==> src/rtl/fch_pkg.sv <==
package fch_pkg;
    localparam int unsigned HALF_W  = 32;
    localparam int unsigned GIE_BIT = 2;

    typedef enum logic [0:0] {
        RD_IDLE = 1'b0,
        RD_BUSY = 1'b1
    } rd_state_e;
endpackage

==> src/rtl/fch_store.sv <==
module fch_store
    import fch_pkg::*;
#(
    parameter int unsigned NUM_SLOTS = 6,
    parameter int unsigned WORD_W    = 32,
    parameter int unsigned IDX_W     = 3
) (
    input  logic                 clk,
    input  logic                 rst_n,
    input  logic                 wr_en,
    input  logic [IDX_W-1:0]     wr_idx,
    input  logic                 wr_hi,
    input  logic [HALF_W-1:0]    wr_data,
    input  logic [IDX_W-1:0]     look_idx,
    output logic [WORD_W-1:0]    look_word,
    output logic [NUM_SLOTS-1:0] evt
);
    localparam int unsigned HALVES = WORD_W / HALF_W;

    logic [HALVES-1:0] half_sel;
    logic              fire;
    logic [WORD_W-1:0] word_w [NUM_SLOTS];

    generate
        if (HALVES == 1) begin : g_single
            logic unused_hi;
            assign unused_hi = wr_hi;
            assign half_sel  = 1'b1;
            assign fire      = 1'b1;
        end else begin : g_split
            assign half_sel = {wr_hi, ~wr_hi};
            assign fire     = wr_hi;
        end
    endgenerate

    for (genvar s = 0; s < NUM_SLOTS; s++) begin : g_slot
        logic              hit;
        logic [WORD_W-1:0] word_q;

        assign hit = wr_en && (wr_idx == IDX_W'(s));

        always_ff @(posedge clk or negedge rst_n) begin
            if (!rst_n) begin
                word_q <= '0;
            end else if (hit) begin
                for (int h = 0; h < HALVES; h++) begin
                    if (half_sel[h]) word_q[h*HALF_W +: HALF_W] <= wr_data;
                end
            end
        end

        assign word_w[s] = word_q;
        assign evt[s]    = hit && fire;
    end

    // Read view with same-cycle forwarding of the half being written
    always_comb begin
        look_word = '0;
        if (32'(look_idx) < NUM_SLOTS) begin
            look_word = word_w[look_idx];
            if (wr_en && (wr_idx == look_idx)) begin
                for (int h = 0; h < HALVES; h++) begin
                    if (half_sel[h]) look_word[h*HALF_W +: HALF_W] = wr_data;
                end
            end
        end
    end
endmodule

==> src/rtl/fch_pending.sv <==
module fch_pending #(
    parameter int unsigned NUM_SLOTS = 6,
    parameter int unsigned GRP_SLOTS = 2,
    parameter int unsigned NUM_GRPS  = 3,
    parameter int unsigned GRP_W     = 2
) (
    input  logic                 clk,
    input  logic                 rst_n,
    input  logic [NUM_SLOTS-1:0] evt,
    input  logic                 clr_en,
    input  logic [GRP_W-1:0]     clr_grp,
    input  logic [GRP_SLOTS-1:0] clr_mask,
    output logic [NUM_SLOTS-1:0] pend,
    output logic [NUM_GRPS-1:0]  grp_pend
);
    for (genvar s = 0; s < NUM_SLOTS; s++) begin : g_bit
        localparam int unsigned GI = s / GRP_SLOTS;
        localparam int unsigned BI = s % GRP_SLOTS;
        logic clr_hit;
        logic pend_q;

        assign clr_hit = clr_en && (clr_grp == GRP_W'(GI)) && clr_mask[BI];

        always_ff @(posedge clk or negedge rst_n) begin
            if (!rst_n)       pend_q <= 1'b0;
            else if (evt[s])  pend_q <= 1'b1;   // a new transfer beats a clear
            else if (clr_hit) pend_q <= 1'b0;
        end

        assign pend[s] = pend_q;
    end

    for (genvar g = 0; g < NUM_GRPS; g++) begin : g_grp
        assign grp_pend[g] = |pend[g*GRP_SLOTS +: GRP_SLOTS];
    end
endmodule

==> src/rtl/fch_irq.sv <==
module fch_irq
    import fch_pkg::*;
#(
    parameter int unsigned NUM_SLOTS = 6,
    parameter int unsigned NUM_GRPS  = 3
) (
    input  logic                 clk,
    input  logic                 rst_n,
    input  logic                 ctl_we,
    input  logic [31:0]          ctl_data,
    input  logic                 gen_we,
    input  logic [NUM_GRPS-1:0]  gen_data,
    input  logic [NUM_SLOTS-1:0] pend,
    input  logic [NUM_GRPS-1:0]  grp_pend,
    output logic                 gie,
    output logic [NUM_SLOTS-1:0] slot_irq,
    output logic [NUM_GRPS-1:0]  grp_irq
);
    logic                gie_q;
    logic [NUM_GRPS-1:0] gen_q;
    logic [30:0]         unused_ctl;

    assign unused_ctl = {ctl_data[31:GIE_BIT+1], ctl_data[GIE_BIT-1:0]};

    always_ff @(posedge clk or negedge rst_n) begin
        if (!rst_n) begin
            gie_q <= 1'b0;
            gen_q <= '0;
        end else begin
            if (ctl_we) gie_q <= ctl_data[GIE_BIT];
            if (gen_we) gen_q <= gen_data;
        end
    end

    assign gie      = gie_q;
    assign slot_irq = pend & {NUM_SLOTS{gie_q}};
    assign grp_irq  = grp_pend & gen_q & {NUM_GRPS{gie_q}};
endmodule

==> src/rtl/fch_rd_fsm.sv <==
module fch_rd_fsm
    import fch_pkg::*;
#(
    parameter int unsigned WORD_W = 32
) (
    input  logic              clk,
    input  logic              rst_n,
    input  logic              req,
    input  logic [WORD_W-1:0] word_in,
    output logic              valid,
    output logic [WORD_W-1:0] data
);
    rd_state_e         state_q, state_d;
    logic [WORD_W-1:0] data_q;

    always_ff @(posedge clk or negedge rst_n) begin
        if (!rst_n) state_q <= RD_IDLE;
        else        state_q <= state_d;
    end

    always_comb begin
        state_d = state_q;
        unique case (state_q)
            RD_IDLE: if (req)  state_d = RD_BUSY;
            RD_BUSY: if (!req) state_d = RD_IDLE;
            default:           state_d = RD_IDLE;
        endcase
    end

    always_ff @(posedge clk or negedge rst_n) begin
        if (!rst_n)   data_q <= '0;
        else if (req) data_q <= word_in;
    end

    always_comb begin
        valid = (state_q == RD_BUSY);
        data  = data_q;
    end
endmodule

==> src/rtl/fch_mailbox.sv <==
module fch_mailbox
    import fch_pkg::*;
#(
    parameter  int unsigned NUM_SLOTS = 6,
    parameter  int unsigned WORD_W    = 32,
    parameter  int unsigned GRP_SLOTS = 2,
    localparam int unsigned NUM_GRPS  = NUM_SLOTS / GRP_SLOTS,
    localparam int unsigned IDX_W     = (NUM_SLOTS > 1) ? $clog2(NUM_SLOTS) : 1,
    localparam int unsigned GRP_W     = (NUM_GRPS > 1) ? $clog2(NUM_GRPS) : 1
) (
    input  logic                 clk,
    input  logic                 rst_n,
    input  logic                 snd_we,
    input  logic [IDX_W-1:0]     snd_idx,
    input  logic                 snd_hi,
    input  logic [31:0]          snd_data,
    input  logic                 rd_req,
    input  logic [IDX_W-1:0]     rd_idx,
    output logic                 rd_valid,
    output logic [WORD_W-1:0]    rd_data,
    input  logic                 clr_we,
    input  logic [GRP_W-1:0]     clr_grp,
    input  logic [GRP_SLOTS-1:0] clr_mask,
    input  logic                 ctl_we,
    input  logic [31:0]          ctl_data,
    input  logic                 gen_we,
    input  logic [NUM_GRPS-1:0]  gen_data,
    output logic [NUM_SLOTS-1:0] pend,
    output logic [NUM_GRPS-1:0]  grp_pend,
    output logic [NUM_SLOTS-1:0] slot_irq,
    output logic [NUM_GRPS-1:0]  grp_irq
);
    logic [NUM_SLOTS-1:0] evt;
    logic [WORD_W-1:0]    look_word;
    logic                 gie;

    fch_store #(.NUM_SLOTS(NUM_SLOTS), .WORD_W(WORD_W), .IDX_W(IDX_W)) u_store (
        .clk(clk), .rst_n(rst_n),
        .wr_en(snd_we), .wr_idx(snd_idx), .wr_hi(snd_hi), .wr_data(snd_data),
        .look_idx(rd_idx), .look_word(look_word), .evt(evt)
    );

    fch_pending #(.NUM_SLOTS(NUM_SLOTS), .GRP_SLOTS(GRP_SLOTS),
                  .NUM_GRPS(NUM_GRPS), .GRP_W(GRP_W)) u_pend (
        .clk(clk), .rst_n(rst_n), .evt(evt),
        .clr_en(clr_we), .clr_grp(clr_grp), .clr_mask(clr_mask),
        .pend(pend), .grp_pend(grp_pend)
    );

    fch_irq #(.NUM_SLOTS(NUM_SLOTS), .NUM_GRPS(NUM_GRPS)) u_irq (
        .clk(clk), .rst_n(rst_n),
        .ctl_we(ctl_we), .ctl_data(ctl_data), .gen_we(gen_we), .gen_data(gen_data),
        .pend(pend), .grp_pend(grp_pend),
        .gie(gie), .slot_irq(slot_irq), .grp_irq(grp_irq)
    );

    fch_rd_fsm #(.WORD_W(WORD_W)) u_rd (
        .clk(clk), .rst_n(rst_n), .req(rd_req), .word_in(look_word),
        .valid(rd_valid), .data(rd_data)
    );
endmodule

==> config.mk <==
export PLATFORM = sky130hd
export DESIGN_NAME = fch_mailbox
export DESIGN_NICKNAME = d
export VERILOG_FILES = /design/src/rtl/fch_pkg.sv /design/src/rtl/fch_store.sv /design/src/rtl/fch_pending.sv /design/src/rtl/fch_irq.sv /design/src/rtl/fch_rd_fsm.sv /design/src/rtl/fch_mailbox.sv
export SDC_FILE = /design/constraint.sdc
export NUM_CORES = 1
export LEC_CHECK = 0
export BUFFER_PORTS_ARGS = -buffer_cell sky130_fd_sc_hd__buf_2
export CAP_MARGIN = 5
export CORE_ASPECT_RATIO = 2
export CORE_MARGIN = 5
export CORE_UTILIZATION = 46
export CTS_CLUSTER_DIAMETER = 200
export DETAILED_ROUTE_END_ITERATION = 10
export PLACE_DENSITY = 0.62
export REMOVE_ABC_BUFFERS = 1
export SLEW_MARGIN = 0
export SYNTH_ARGS = -nofsm -noshare
export SYNTH_HDL_FRONTEND = slang
export SYNTH_HIERARCHICAL = 1
export SYNTH_SLANG_ARGS = --single-unit
==> constraint.sdc <==
create_clock -name clk -period 1.7 [get_ports clk]
set_input_delay 0.34 -clock clk [delete_from_list [all_inputs] [get_ports clk]]
set_output_delay 0.34 -clock clk [all_outputs]
set_load 0.005 [all_outputs]
* Word level (Yosys, flattened, before mapping)
Cells that the tools add are included.
** Storage, ports and cells
- Bits in registers :: 235
- Input bits :: 85
- Output and inout bits :: 51
- Logic and storage cells :: 75
** Cells by class
- Order comparisons :: 2
- Eq/ne operators :: 8
- Mux-type cells :: 18
- Bitwise gates (word level) :: 4
- Reductions and logical operators :: 27
** Operator list (number)
- $mux W32 :: 4
- $bmux W32 S3 :: 1
- $logic_and A1 B1 Y1 :: 16
- $mux W1 :: 13
- $reduce_bool A2 Y1 :: 6
- $and A3 B3 Y3 :: 2
- $and A6 B6 Y6 :: 1
- $eq A3 B2 Y1 const B :: 2
- $eq A3 B3 Y1 const B :: 2
- $reduce_or A2 Y1 :: 3
- $ge A4 B4 Y1 const B :: 1
- $not A3 Y4 :: 1
- $eq A3 B1 Y1 const B :: 1
- $eq A3 B3 Y1 :: 1
- $logic_not A3 Y1 :: 1
- $lt A3 B3 Y1 const B :: 1
- $eq A2 B1 Y1 const B :: 1
- $eq A2 B2 Y1 const B :: 1
- $logic_not A2 Y1 :: 1

* Logic depth before layout (Yosys ltp)
Gate-level depths: netlist of the first run.
- Word-level depth :: 6
- Depth in mapped cells :: 8
- Mapped depth without buffers :: 5

* Cells and area by module
The synthesis of the first run kept the hierarchy.
** By module, submodules not included
- fch_store :: times used 1, cells each 717, area each 9263.9 um2, seq. area each 4804.6 um2
- fch_rd_fsm :: times used 1, cells each 69, area each 1370.1 um2, seq. area each 825.8 um2
- fch_pending :: times used 1, cells each 27, area each 316.6 um2, seq. area each 150.1 um2
- fch_irq :: times used 1, cells each 17, area each 201.4 um2, seq. area each 100.1 um2

* Worst setup path after synthesis of the first run
OpenSTA, ideal clock, no wires.
- Path type :: input to register
- Start point :: input port snd_idx[0]
- End point :: register u_rd.data_q[10] (netlist: u_rd/data[10])
- Library setup time :: 0.125 ns
- Data arrival time :: 1.848 ns
- Required time :: 1.575 ns
- Path slack :: -0.273 ns
- Stages :: 8
- Path buffers :: 3
- Cell sequence :: buf_2 -> xor2_1 -> or4_1 -> buf_2 -> buf_6 -> o22ai_2 -> nor2_1 -> mux2_4
** On the way
- Cells in the longest elaborated chain, start to end :: 4
** RTL lines
- start: declaration :: line fch_mailbox.sv:14 : input logic [IDX_W-1:0] snd_idx,
- $eq A3 B3 Y1 :: line fch_store.sv:61 : if (wr_en && (wr_idx == look_idx)) begin
- $logic_and A1 B1 Y1 :: line fch_store.sv:61
- $mux W32 :: line fch_store.sv:61
- $mux W32 :: line fch_store.sv:59 : if (32'(look_idx) < NUM_SLOTS) begin
- via look_word[10] :: line fch_mailbox.sv:34 : logic [WORD_W-1:0] look_word;
- end signal: assignment :: line fch_rd_fsm.sv:32 : else if (req) data_q <= word_in;
- end: declaration :: line fch_rd_fsm.sv:14 : logic [WORD_W-1:0] data_q;
The timed path passes the listed nets, and every way through them passes these cells.
A chain may end at the register's enable or synchronous reset.

* Final worst setup path of the first run
- Start point :: register u_pend.g_bit[5].pend_q
- End point :: output port grp_irq[2]
** On the way
- Cells in the longest elaborated chain, start to end :: 3
** RTL lines
- start: declaration :: line fch_pending.sv:20 : logic pend_q;
- start signal: assignment :: line fch_pending.sv:25 : if (!rst_n) pend_q <= 1'b0;
- start signal: assignment :: line fch_pending.sv:26 : else if (evt[s]) pend_q <= 1'b1;
- start signal: assignment :: line fch_pending.sv:27 : else if (clr_hit) pend_q <= 1'b0;
- $reduce_or A2 Y1 :: line fch_pending.sv:34 : assign grp_pend[g] = |pend[g*GRP_SLOTS +: GRP_SLOTS];
- $and A3 B3 Y3 (2 in a row) :: line fch_irq.sv:37 : assign grp_irq = grp_pend & gen_q & {NUM_GRPS{gie_q}};
- end: declaration :: line fch_mailbox.sv:31 : output logic [NUM_GRPS-1:0] grp_irq
No other way between the ends.

==> results.md, run 1 <==
- H-tree Lvls: 1
- CP Data Required Time: approximately 1.4 ns
- Die ar.: 27,650 µm²
- Failing checks: setup timing
- Clock power frac: between 30 and 40%
- Final wirelength: around 26,000 µm
- Max Slew Vio Count: 0
- Die H: 230.2 µm
- Worst skew pair latency: 0.50 ns
- Nets: slightly above 1,000
- # setup viols final: 3
- Unrepaired setup endpoints after global routing: true
- Sw Ratio: 25.61%
- Commonest non-fill, non-tap cell in the layout: dfrtp_1
- Area grow syn2layout: 17.73%
- Worst Max-Slew Pin Slew: 0.4184 ns
- Via density: 5.564
- Final HPWL DP: 16,780 µm
- Hold WC Path Type: primary input to flop
- F_max: 575.4 MHz
- Fin. Hold Viols: 0
- Total CTS buffers: 21
- Final period util: 102.2%
- Clk_skew: 0.005883 ns
- DR WL/cell: 20.77 µm
- Finished Layout Cells: roughly 1,300
- First-pass GRT wire length: 42,680 µm
- CP Class: flop to output port
- Synth cell types: 33
- Final GP Congestion: 0.7662
- Post-synth EDFFs: 0
- First-iteration detailed-routing DRC count: 256
- Switch Pwr: 0.003840 W
- TritonRoute pass-1 iters: 4
- Syn Area/Cell: around 13 µm²
- GRT overflow: 0
- Final hold slack: ~0.060 ns
- # rows: 80
- Placed cell count: approximately 1,200
- DR vias: 6,977
- CTS tree: built
- Cell Area, Synth: 11,150 µm²
- CP endpoint kind: output port
- Clk buf depth: 3
- CP Data Arrival Time: 1.40 ns
- Clock root cell: clkbuf_16
- Logic pwr share: 20.2%
- Setup TNS: -0.1031 ns
- Internal power: 0.01115 W
- Initial Util: 46.62%
- I/O pin cnt: 136
- Die width: between 100 and 150 µm
- Flop pwr share: 49.2%
- Most frequent cells in the layout: dfrtp_1, buf_2, nand2_1
- Total power per unit cell area: around 1100 nW/µm²
- Share of layout cells above drive strength 1: 39.03%
- Total Routing Usage GR: 19.55%
- I/O Buffers: 103
- Final ANT Viol Nets: 0
- Worst IR Drop VDD: 880.4 µV
- Seq cells post-synth: 235
- Core Area: 23,920 µm²
- Critical-path maximum fanout: 2
- Vias in the first global route: 7,779
- # DRC: 0
- Synth Flop Type: dfrtp_1
- Syn Inst Count: 830
- Filler Cell Count: 1,978
- Startpoint class of the critical path: flop
- CTS clk-pin slew, worst paths: 0.07 ns
- Initial antenna violation count: 1
- Total clock sinks: 235
- Largest net degree at the start of global routing: 55
- Register area share after synthesis: 52.73%
- P_leak: 6.050 nW
- Synth Warn #: 6
- Synth async-reset ratio: 100.0%
- Crit path time final: 1.738 ns
- Relative slew slack: 72.10%
- Max cap viols: 0
- Status: finished, violations left
- Setup ws final: -0.03784 ns
## power groups by stage
stage / registers (W) / logic [W] / clock network [W]
floorplan: 0.00730 / 0.00190 / 0
global placement: 0.00746 / 0.00291 / 0
detailed placement: 0.00750 / 0.00299 / 0
CTS: 0.00739 / 0.00307 / 0.00476
global route: 0.00752 / 0.00336 / 0.00495
finish: 0.00738 / 0.00302 / 0.00459
## worst max-delay path, cell delays in order (launching register included)
cell and delay [ns]:
dfrtp_1 0.38, or2_4 0.25, and3_4 0.16, buf_6 0.11
## cell usage after synthesis, types with 3 or more instances
library cell    n  area, µm²
clkbuf_1       19      71.32
or2_2           3      18.77
mux2_1         95       1070
nand2_1        98      367.9
buf_4          17      127.6
buf_2          23      115.1
nand4b_1        5      43.79
mux2_2         71      799.5
xor2_1          3      26.28
dfrtp_1       235       5881
buf_6           4      45.04
buf_12          3      60.06
mux2i_1        32      320.3
o22ai_2        30      375.4
a21o_1          6      45.04
o21ai_0        32      160.2
and2_1          6      37.54
and3_1          3      18.77
mux2_4         30      450.4
mux4_2         32      720.7
nor2_1         65      244.0
## state kept, by name, summed over array words and instances (netlist names)
register and cells:
u_irq/gen_q 3, u_irq/gie 1, u_pend/g_bit.pend_q 6, u_rd/data 32
u_rd/valid 1, u_store/g_slot.word_q 192
## final cells by class
cell class              instances  area, µm²  share of cell area (%)
diodes                          1      2.502                 0.01906
clock buffers                  32      636.9                   4.851
clock inverters                 5      27.53                  0.2097
inverters                       4      15.01                  0.1144
multi-input cells             525       4903                   37.35
flip-flops and latches        235       5882                   44.80
well taps                     287      359.1                   2.735
repair buffers                165       1303                   9.921
## through the flow
| step | total power (W) | area (µm²) | setup WS, ns | utilization, % |
|---|---|---|---|---|
| 2_1_floorplan | 0.009203 | 10730 | -0.9093 | - |
| 3_3_place_gp | 0.01037 | 12360 | -0.4535 | 51.67 |
| 3_5_place_dp | 0.01049 | 12360 | -0.4777 | 51.67 |
| 4_1_cts | 0.01521 | 13100 | -0.06819 | 54.76 |
| 5_1_grt | 0.01583 | 13130 | -0.08905 | 54.88 |
| 6_report | 0.01499 | 13130 | -0.03784 | 54.88 |
## layer usage
metal / track usage, % / routed length (µm) / vias up
met5: 0 / 0 / -
met4: 6.060 / 553 / 0
met3: 2.435 / 994 / 36
met1: 23.40 / 10210 / 3639
met2: 36.15 / 14290 / 131
li1: - / - / 3171
## logic make-up (layout without fill, tap and decap cells)
| family | count (synthesis) | count (layout) | synth area share [%] |
|---|---|---|---|
| mux | 260 | 260 | 30.14 |
| buf+inv | 70 | 206 | 3.893 |
| flops | 235 | 235 | 52.73 |
| compound gates | 71 | 71 | 5.565 |
| other cells | 0 | 1 | 0 |
| xor+xnor | 3 | 3 | 0.2357 |
| simple gates | 191 | 191 | 7.439 |
## final timing paths
kind / to / start / slack [ns] / depth (start not counted)
max: grp_irq[2] / u_pend/g_bit[5].pend_q / -0.04 / 3
min: u_irq/gen_q[1] / gen_data[1] / 0.06 / 2
max reg2reg: u_rd/data[7] / u_store/g_slot[3].word_q[7] / 0.30 / 4
min reg2reg: u_store/g_slot[5].word_q[2] / u_store/g_slot[5].word_q[2] / 0.48 / 2
max in group asynchronous: u_store/g_slot[2].word_q[31] / rst_n / 0.78 / 3
min in group asynchronous: u_store/g_slot[0].word_q[10] / rst_n / 0.33 / 2
## timing repair
item	4_1_cts	5_1_grt
setup buffers	6	0
resized for setup	5	6
hold buffers	1	0
pin swaps	5	2
endpoints found under the hold margin	33	0
setup endpoints to repair	5	14
No activity file was read; power rests on OpenSTA's default activity.
==> inputs of run 2 (changes only) <==
Settings changed: BUFFER_PORTS_ARGS -buffer_cell sky130_fd_sc_hd__buf_2 to -buffer_cell sky130_fd_sc_hd__buf_4.
==> results.md, run 2 (synthesis gave the netlist of run 1 again) <==
- H-tree Lvls: 1 (unchanged)
- Placed cell count: 1,208 (was 1,209)
- Status: finished, violations left (unchanged)
- First-iteration detailed-routing DRC count: 395 (was 256)
- Initial Util: 46.62% (unchanged)
- Final HPWL DP: 17,560 µm (was 16,780 µm)
- Worst Hold End: u_irq/gen_q[0] (was u_irq/gen_q[1])
- Crit path time final: 1.755 ns (was 1.738 ns)
- Die ar.: 27,650 µm² (unchanged)
- CP Data Arrival Time: 1.41 ns (was 1.40 ns)
- I/O Buffers: 103 (unchanged)
- Total Routing Usage GR: 20.07% (was 19.55%)
- CTS clk-pin slew, worst paths: 0.07 ns (about the same)
- Largest stage delay, worst path: 0.38 ns (about the same)
- Final period util: 103.2% (was 102.2%)
- Max FFs per register: 192 (unchanged)
- # setup viols final: 3 (unchanged)
- Antenna Diode Count: 0 (was 1)
- Largest net degree at the start of global routing: 50 (was 55)
- Finished Layout Cells: 1,255 (was 1,254)
- Top reg by flops: u_store/g_slot.word_q (unchanged)
- Worst hold start: gen_data[0] (was gen_data[1])
- Fin. Hold Viols: 0 (unchanged)
- Commonest non-fill, non-tap cell in the layout: dfrtp_1 (unchanged)
- Crit-path cells: or2_4, and3_4, buf_6 (unchanged)
- Total power per unit cell area: 1176 nW/µm² (was 1142 nW/µm²)
- Worst IR Drop VDD: 1292 µV (was 880.4 µV)
- Stages on the worst setup path: 3 (unchanged)
- # DRC: 0 (unchanged)
- Startpoint class of the critical path: flop (unchanged)
- Critical-path maximum fanout: 2 (unchanged)
- Total clock sinks: 235 (unchanged)
- Clk buf depth: 3 (unchanged)
- Slowest cell on crit path: dfrtp_1 (unchanged)
- Worst skew pair latency: 0.51 ns (was 0.50 ns)
- Final GP Congestion: 0.7449 (was 0.7662)
- Initial antenna violation count: 0 (was 1)
- CP endpoint kind: output port (unchanged)
- Clk_skew: 0.01299 ns (was 0.005883 ns)
- Hold Crit Depth: 2 (unchanged)
- CP Data Required Time: 1.36 ns (about the same)
- R2R depth: 4 (unchanged)
- Clock root cell: clkbuf_16 (unchanged)
- CTS tree: built (unchanged)
- P_leak: 6.169 nW (was 6.050 nW)
- I/O pin cnt: 136 (unchanged)
- Unrepaired setup endpoints after global routing: true (unchanged)
- Failing checks: setup timing (unchanged)
- Post-route core utilization: 56.23% (was 54.88%)
- Most frequent cells in the layout: dfrtp_1, buf_4, nand2_1 (was dfrtp_1, buf_2, nand2_1)
- Setup TNS: -0.1580 ns (was -0.1031 ns)
- DR WL/cell: 21.53 µm (was 20.77 µm)
- CP Class: flop to output port (unchanged)
- Die width: 120.1 µm (unchanged)
- Nets: 1,037 (unchanged)
- Setup ws final: -0.05466 ns (was -0.03784 ns)
- Relative slew slack: 71.54% (was 72.10%)
- Hold WC Path Type: primary input to flop (unchanged)
- Vias in the first global route: 7,780 (was 7,779)
- Reg2reg end: u_rd/data[20] (was u_rd/data[7])
- Max Slew Vio Count: 0 (unchanged)
- TritonRoute pass-1 iters: 4 (unchanged)
- Worst Max-Slew Pin Slew: 0.4269 ns (was 0.4184 ns)
- Final wirelength: 27,030 µm (was 26,050 µm)
- Worst r2r src: u_store/g_slot[3].word_q[20] (was u_store/g_slot[3].word_q[7])
- First-pass GRT wire length: 43,570 µm (was 42,680 µm)
- Total CTS buffers: 22 (was 21)
- # rows: 80 (unchanged)
- Crit path max-delay family: simple AND/OR/NAND/NOR gates (unchanged)
- F_max: 569.9 MHz (was 575.4 MHz)
- Die H: 230.2 µm (unchanged)
- GRT overflow: 0 (unchanged)
- DR vias: 6,973 (was 6,977)
- Core Area: 23,920 µm² (unchanged)
- Area grow syn2layout: 20.62% (was 17.73%)
- Share of layout cells above drive strength 1: 39.15% (was 39.03%)
- Setup slack, reg-to-reg: 0.29 ns (was 0.30 ns)
- Max cap viols: 0 (unchanged)
- Buf/Inv on CP: 1 (unchanged)
- Final ANT Viol Nets: 0 (unchanged)
- Via density: 5.556 (was 5.564)
-- run 2: final cells by class --
class | instances | area, µm²
well taps | 287 | 359.1
fillers | 2031 | 10470
repair buffers | 164 | 1515
flip-flops and latches | 235 | 5882
clock inverters | 5 | 78.83
clock buffers | 35 | 700.7
multi-input cells | 525 | 4901
inverters | 4 | 15.01
-- run 2: worst register-to-register path, stage by stage, from the launching register on --
cell     delay (ns)
dfrtp_1        0.37
mux4_2         0.52
o22ai_2        0.11
nor2_1         0.05
mux2_4         0.25
-- run 2: how the worst max path moves through the flow --
stage	start	slack, ns	end
after floorplan	rd_idx[2]	-0.91	u_rd/data[0]
after global placement	rd_idx[2]	-0.45	u_rd/data[0]
after detailed placement	rd_idx[2]	-0.47	u_rd/data[30]
after CTS	u_pend/g_bit[2].pend_q	-0.09	grp_irq[1]
after global routing	u_pend/g_bit[5].pend_q	-0.10	grp_irq[2]
final	u_pend/g_bit[1].pend_q	-0.05	grp_irq[0]
-- run 2: report_power, final --
part | leakage (nW) | total [W] | switching, W | internal, W
clock | 0.386 | 0.00524 | 0.00211 | 0.00313
sequential | 2.84 | 0.00740 | 0.000621 | 0.00678
combinational | 2.94 | 0.00318 | 0.00125 | 0.00193
total | 6.17 | 0.0158 | 0.00398 | 0.0118
-- run 2: what timing repair did --
item | 4_1_cts | 5_1_grt
endpoints found under the setup margin | 6 | 8
hold endpoints to repair | 41 | 0
hold buffers | 1 | 0
pin swaps | 4 | 2
buffers inserted | 6 | 0
gates resized for setup | 9 | 1
-- run 2: through the flow --
step / power (W) / worst slack [ns] / hold slack, ns / cell area [µm²]
2_1_floorplan: 0.009203 / -0.9093 / 0.04441 / 10730
3_3_place_gp: 0.01055 / -0.4463 / 0.2865 / 12580
3_5_place_dp: 0.01067 / -0.4710 / 0.2825 / 12580
4_1_cts: 0.01603 / -0.08840 / 0.01599 / 13450
5_1_grt: 0.01662 / -0.1029 / 0.04056 / 13450
6_report: 0.01582 / -0.05466 / 0.03870 / 13450
-- run 2: routing by layer --
metal	share of wire [%]	vias to the layer above	track usage (%)	wire (µm)
li1	-	3171	-	-
met1	39	3618	23.93	10590
met2	55	145	37.28	14830
met3	3.7	39	2.632	988
met4	2.3	0	5.916	615
met5	0	-	0	0
==> inputs of run 3 (changes only) <==
Settings changed: CORE_UTILIZATION 46 to 30, PLACE_DENSITY 0.62 to 0.43.
==> results.md, run 3 (synthesis gave the netlist of run 1 again) <==
- Max cap viols: 0 (unchanged)
- F_max: 568.3 MHz (was 569.9 MHz)
- Final hold slack: 0.04700 ns (was 0.03870 ns)
- Max FFs per register: 192 (unchanged)
- Status: finished, violations left (unchanged)
- CP Class: flop to output port (unchanged)
- Commonest non-fill, non-tap cell in the layout: dfrtp_1 (unchanged)
- Failing checks: setup timing (unchanged)
- Crit-path cells: or2_4, and3_4, buf_6 (unchanged)
- Met1 usage: 17.98% (was 23.93%)
- First-pass GRT wire length: 48,890 µm (was 43,570 µm)
- Initial Util: 30.11% (was 46.62%)
- Total Routing Usage GR: 15.32% (was 20.07%)
- Flop pwr share: 45.3% (was 46.8%)
- Antenna Diode Count: 0 (unchanged)
- CP endpoint kind: output port (unchanged)
- Design area: 13,860 µm² (was 13,450 µm²)
- Critical-path maximum fanout: 2 (unchanged)
- Worst IR Drop VDD: 790.4 µV (was 1292 µV)
- Final HPWL DP: 20,040 µm (was 17,560 µm)
- Initial antenna violation count: 0 (unchanged)
- Nets: 1,047 (was 1,037)
- First-iteration detailed-routing DRC count: 236 (was 395)
- Logic pwr share: 20.0% (was 20.1%)
- Largest stage delay, worst path: 0.37 ns (was 0.38 ns)
- H-tree Lvls: 1 (unchanged)
- Slowest cell on crit path: dfrtp_1 (unchanged)
- M3 GR Usage: 1.924% (was 2.632%)
- Total power per unit cell area: 1179 nW/µm² (was 1176 nW/µm²)
- Most frequent cells in the layout: dfrtp_1, buf_4, nand2_1 (unchanged)
- Worst Max-Slew Pin Slew: 0.4634 ns (was 0.4269 ns)
- Grt met2 use: 29.00% (was 37.28%)
- Worst skew pair latency: 0.53 ns (was 0.51 ns)
- Die ar.: 41,360 µm² (was 27,650 µm²)
- Die H: 282.7 µm (was 230.2 µm)
- Filler Cell Count: 3,570 (was 2,031)
- DR vias: 7,068 (was 6,973)
- Core Area: 37,040 µm² (was 23,920 µm²)
- Internal power: 0.01215 W (was 0.01184 W)
- Switch Pwr: 0.004187 W (was 0.003977 W)
- Vias in the first global route: 8,004 (was 7,780)
- Max Slew Vio Count: 0 (unchanged)
- # setup viols final: 3 (unchanged)
- Via density: 4.922 (was 5.556)
- Sw Ratio: 25.63% (was 25.14%)
- Clk_skew: 0.01848 ns (was 0.01299 ns)
- Final ANT Viol Nets: 0 (unchanged)
- Largest net degree at the start of global routing: 43 (was 50)
- I/O pin cnt: 136 (unchanged)
- I/O Buffers: 103 (unchanged)
- Final GP Congestion: 0.7174 (was 0.7449)
- Final period util: 103.5% (was 103.2%)
- # rows: 100 (was 80)
- Fin. Hold Viols: 0 (unchanged)
- Clk buf depth: 3 (unchanged)
- CP Data Arrival Time: 1.42 ns (was 1.41 ns)
- GRT overflow: 0 (unchanged)
- Relative slew slack: 69.10% (was 71.54%)
- Cell Area, Placed: 12,920 µm² (was 12,580 µm²)
- Setup ws final: -0.05950 ns (was -0.05466 ns)
- CP Data Required Time: 1.36 ns (about the same)
- Clock root cell: clkbuf_16 (unchanged)
- Startpoint class of the critical path: flop (unchanged)
- Unrepaired setup endpoints after global routing: true (unchanged)
- P_leak: 6.250 nW (was 6.169 nW)
- Hold WC Path Type: primary input to flop (unchanged)
- TritonRoute pass-1 iters: 4 (unchanged)
- Final wirelength: 31,300 µm (was 27,030 µm)
- Top Usage Layer GRT: met2 (unchanged)
- Top reg by flops: u_store/g_slot.word_q (unchanged)
- CTS tree: built (unchanged)
- Clock power frac: 34.7% (was 33.1%)
- # DRC: 0 (unchanged)
- Crit path time final: 1.759 ns (was 1.755 ns)
- Share of layout cells above drive strength 1: 39.51% (was 39.15%)
- DR WL/cell: 21.80 µm (was 21.53 µm)
- Total clock sinks: 235 (unchanged)
- Area grow syn2layout: 24.29% (was 20.62%)
- Total CTS buffers: 23 (was 22)
- Die width: 146.3 µm (was 120.1 µm)
- CTS clk-pin slew, worst paths: 0.06 ns (was 0.07 ns)
run 3: routing by layer:
metal | routed length (µm) | share of wire, %
met1 | 12690 | 41
met2 | 16900 | 54
met3 | 947 | 3.0
met4 | 772 | 2.5
met5 | 0 | 0
run 3: cell type report:
type / count / area [µm²] / area share, %
clock buffers: 31 / 635.6 / 4.586
clock inverters: 9 / 177.7 / 1.282
inverters: 4 / 15.01 / 0.1083
multi-input cells: 525 / 4901 / 35.36
flip-flops and latches: 235 / 5882 / 42.44
well taps: 459 / 574.3 / 4.143
repair buffers: 173 / 1675 / 12.09
run 3: path summary, 6_finish.rpt:
| check | slack (ns) | from | cells past startpoint | endpoint |
|---|---|---|---|---|
| max | -0.06 | u_pend/g_bit[3].pend_q | 3 | grp_irq[1] |
| min | 0.05 | gen_data[2] | 2 | u_irq/gen_q[2] |
| max reg2reg | 0.29 | u_store/g_slot[3].word_q[0] | 4 | u_rd/data[0] |
| min reg2reg | 0.48 | u_store/g_slot[5].word_q[30] | 2 | u_store/g_slot[5].word_q[30] |
| max in group asynchronous | 0.83 | rst_n | 3 | u_store/g_slot[3].word_q[24] |
| min in group asynchronous | 0.31 | rst_n | 2 | u_store/g_slot[0].word_q[12] |
run 3: repair_timing:
item                                   CTS  global route
setup endpoints to repair                6            10
gates resized for setup                 11             3
hold buffers                             2             0
buffers inserted                         7             1
gates cloned                             0             0
pin swaps                                4             2
endpoints found under the hold margin   32             0
run 3: power groups by stage:
stage	logic, W	clock network, W	registers, W
after floorplan	0.00190	0	0.00730
after global placement	0.00316	0	0.00750
after detailed placement	0.00323	0	0.00753
after CTS	0.00333	0.00590	0.00741
after global routing	0.00361	0.00609	0.00754
final	0.00327	0.00567	0.00740
run 3: stage by stage:
stage          worst slack (ns)  util [%]  TNS, ns  std cells  total power, W
2_1_floorplan           -0.9093         -  -133.17        764        0.009203
3_3_place_gp            -0.4944     34.88   -22.56       1386         0.01067
3_5_place_dp            -0.5088     34.88   -23.66       1386         0.01076
4_1_cts                 -0.1062     37.38  -0.3224       1435         0.01665
5_1_grt                 -0.1174     37.43  -0.4587       1436         0.01724
6_report               -0.05950     37.43  -0.1754       1436         0.01634
run 3: critical path: cells and delay by family (launching register included):
family / cells / cell delay, ns
flops: 1 / 0.37
buf+inv: 1 / 0.11
simple gates: 2 / 0.41
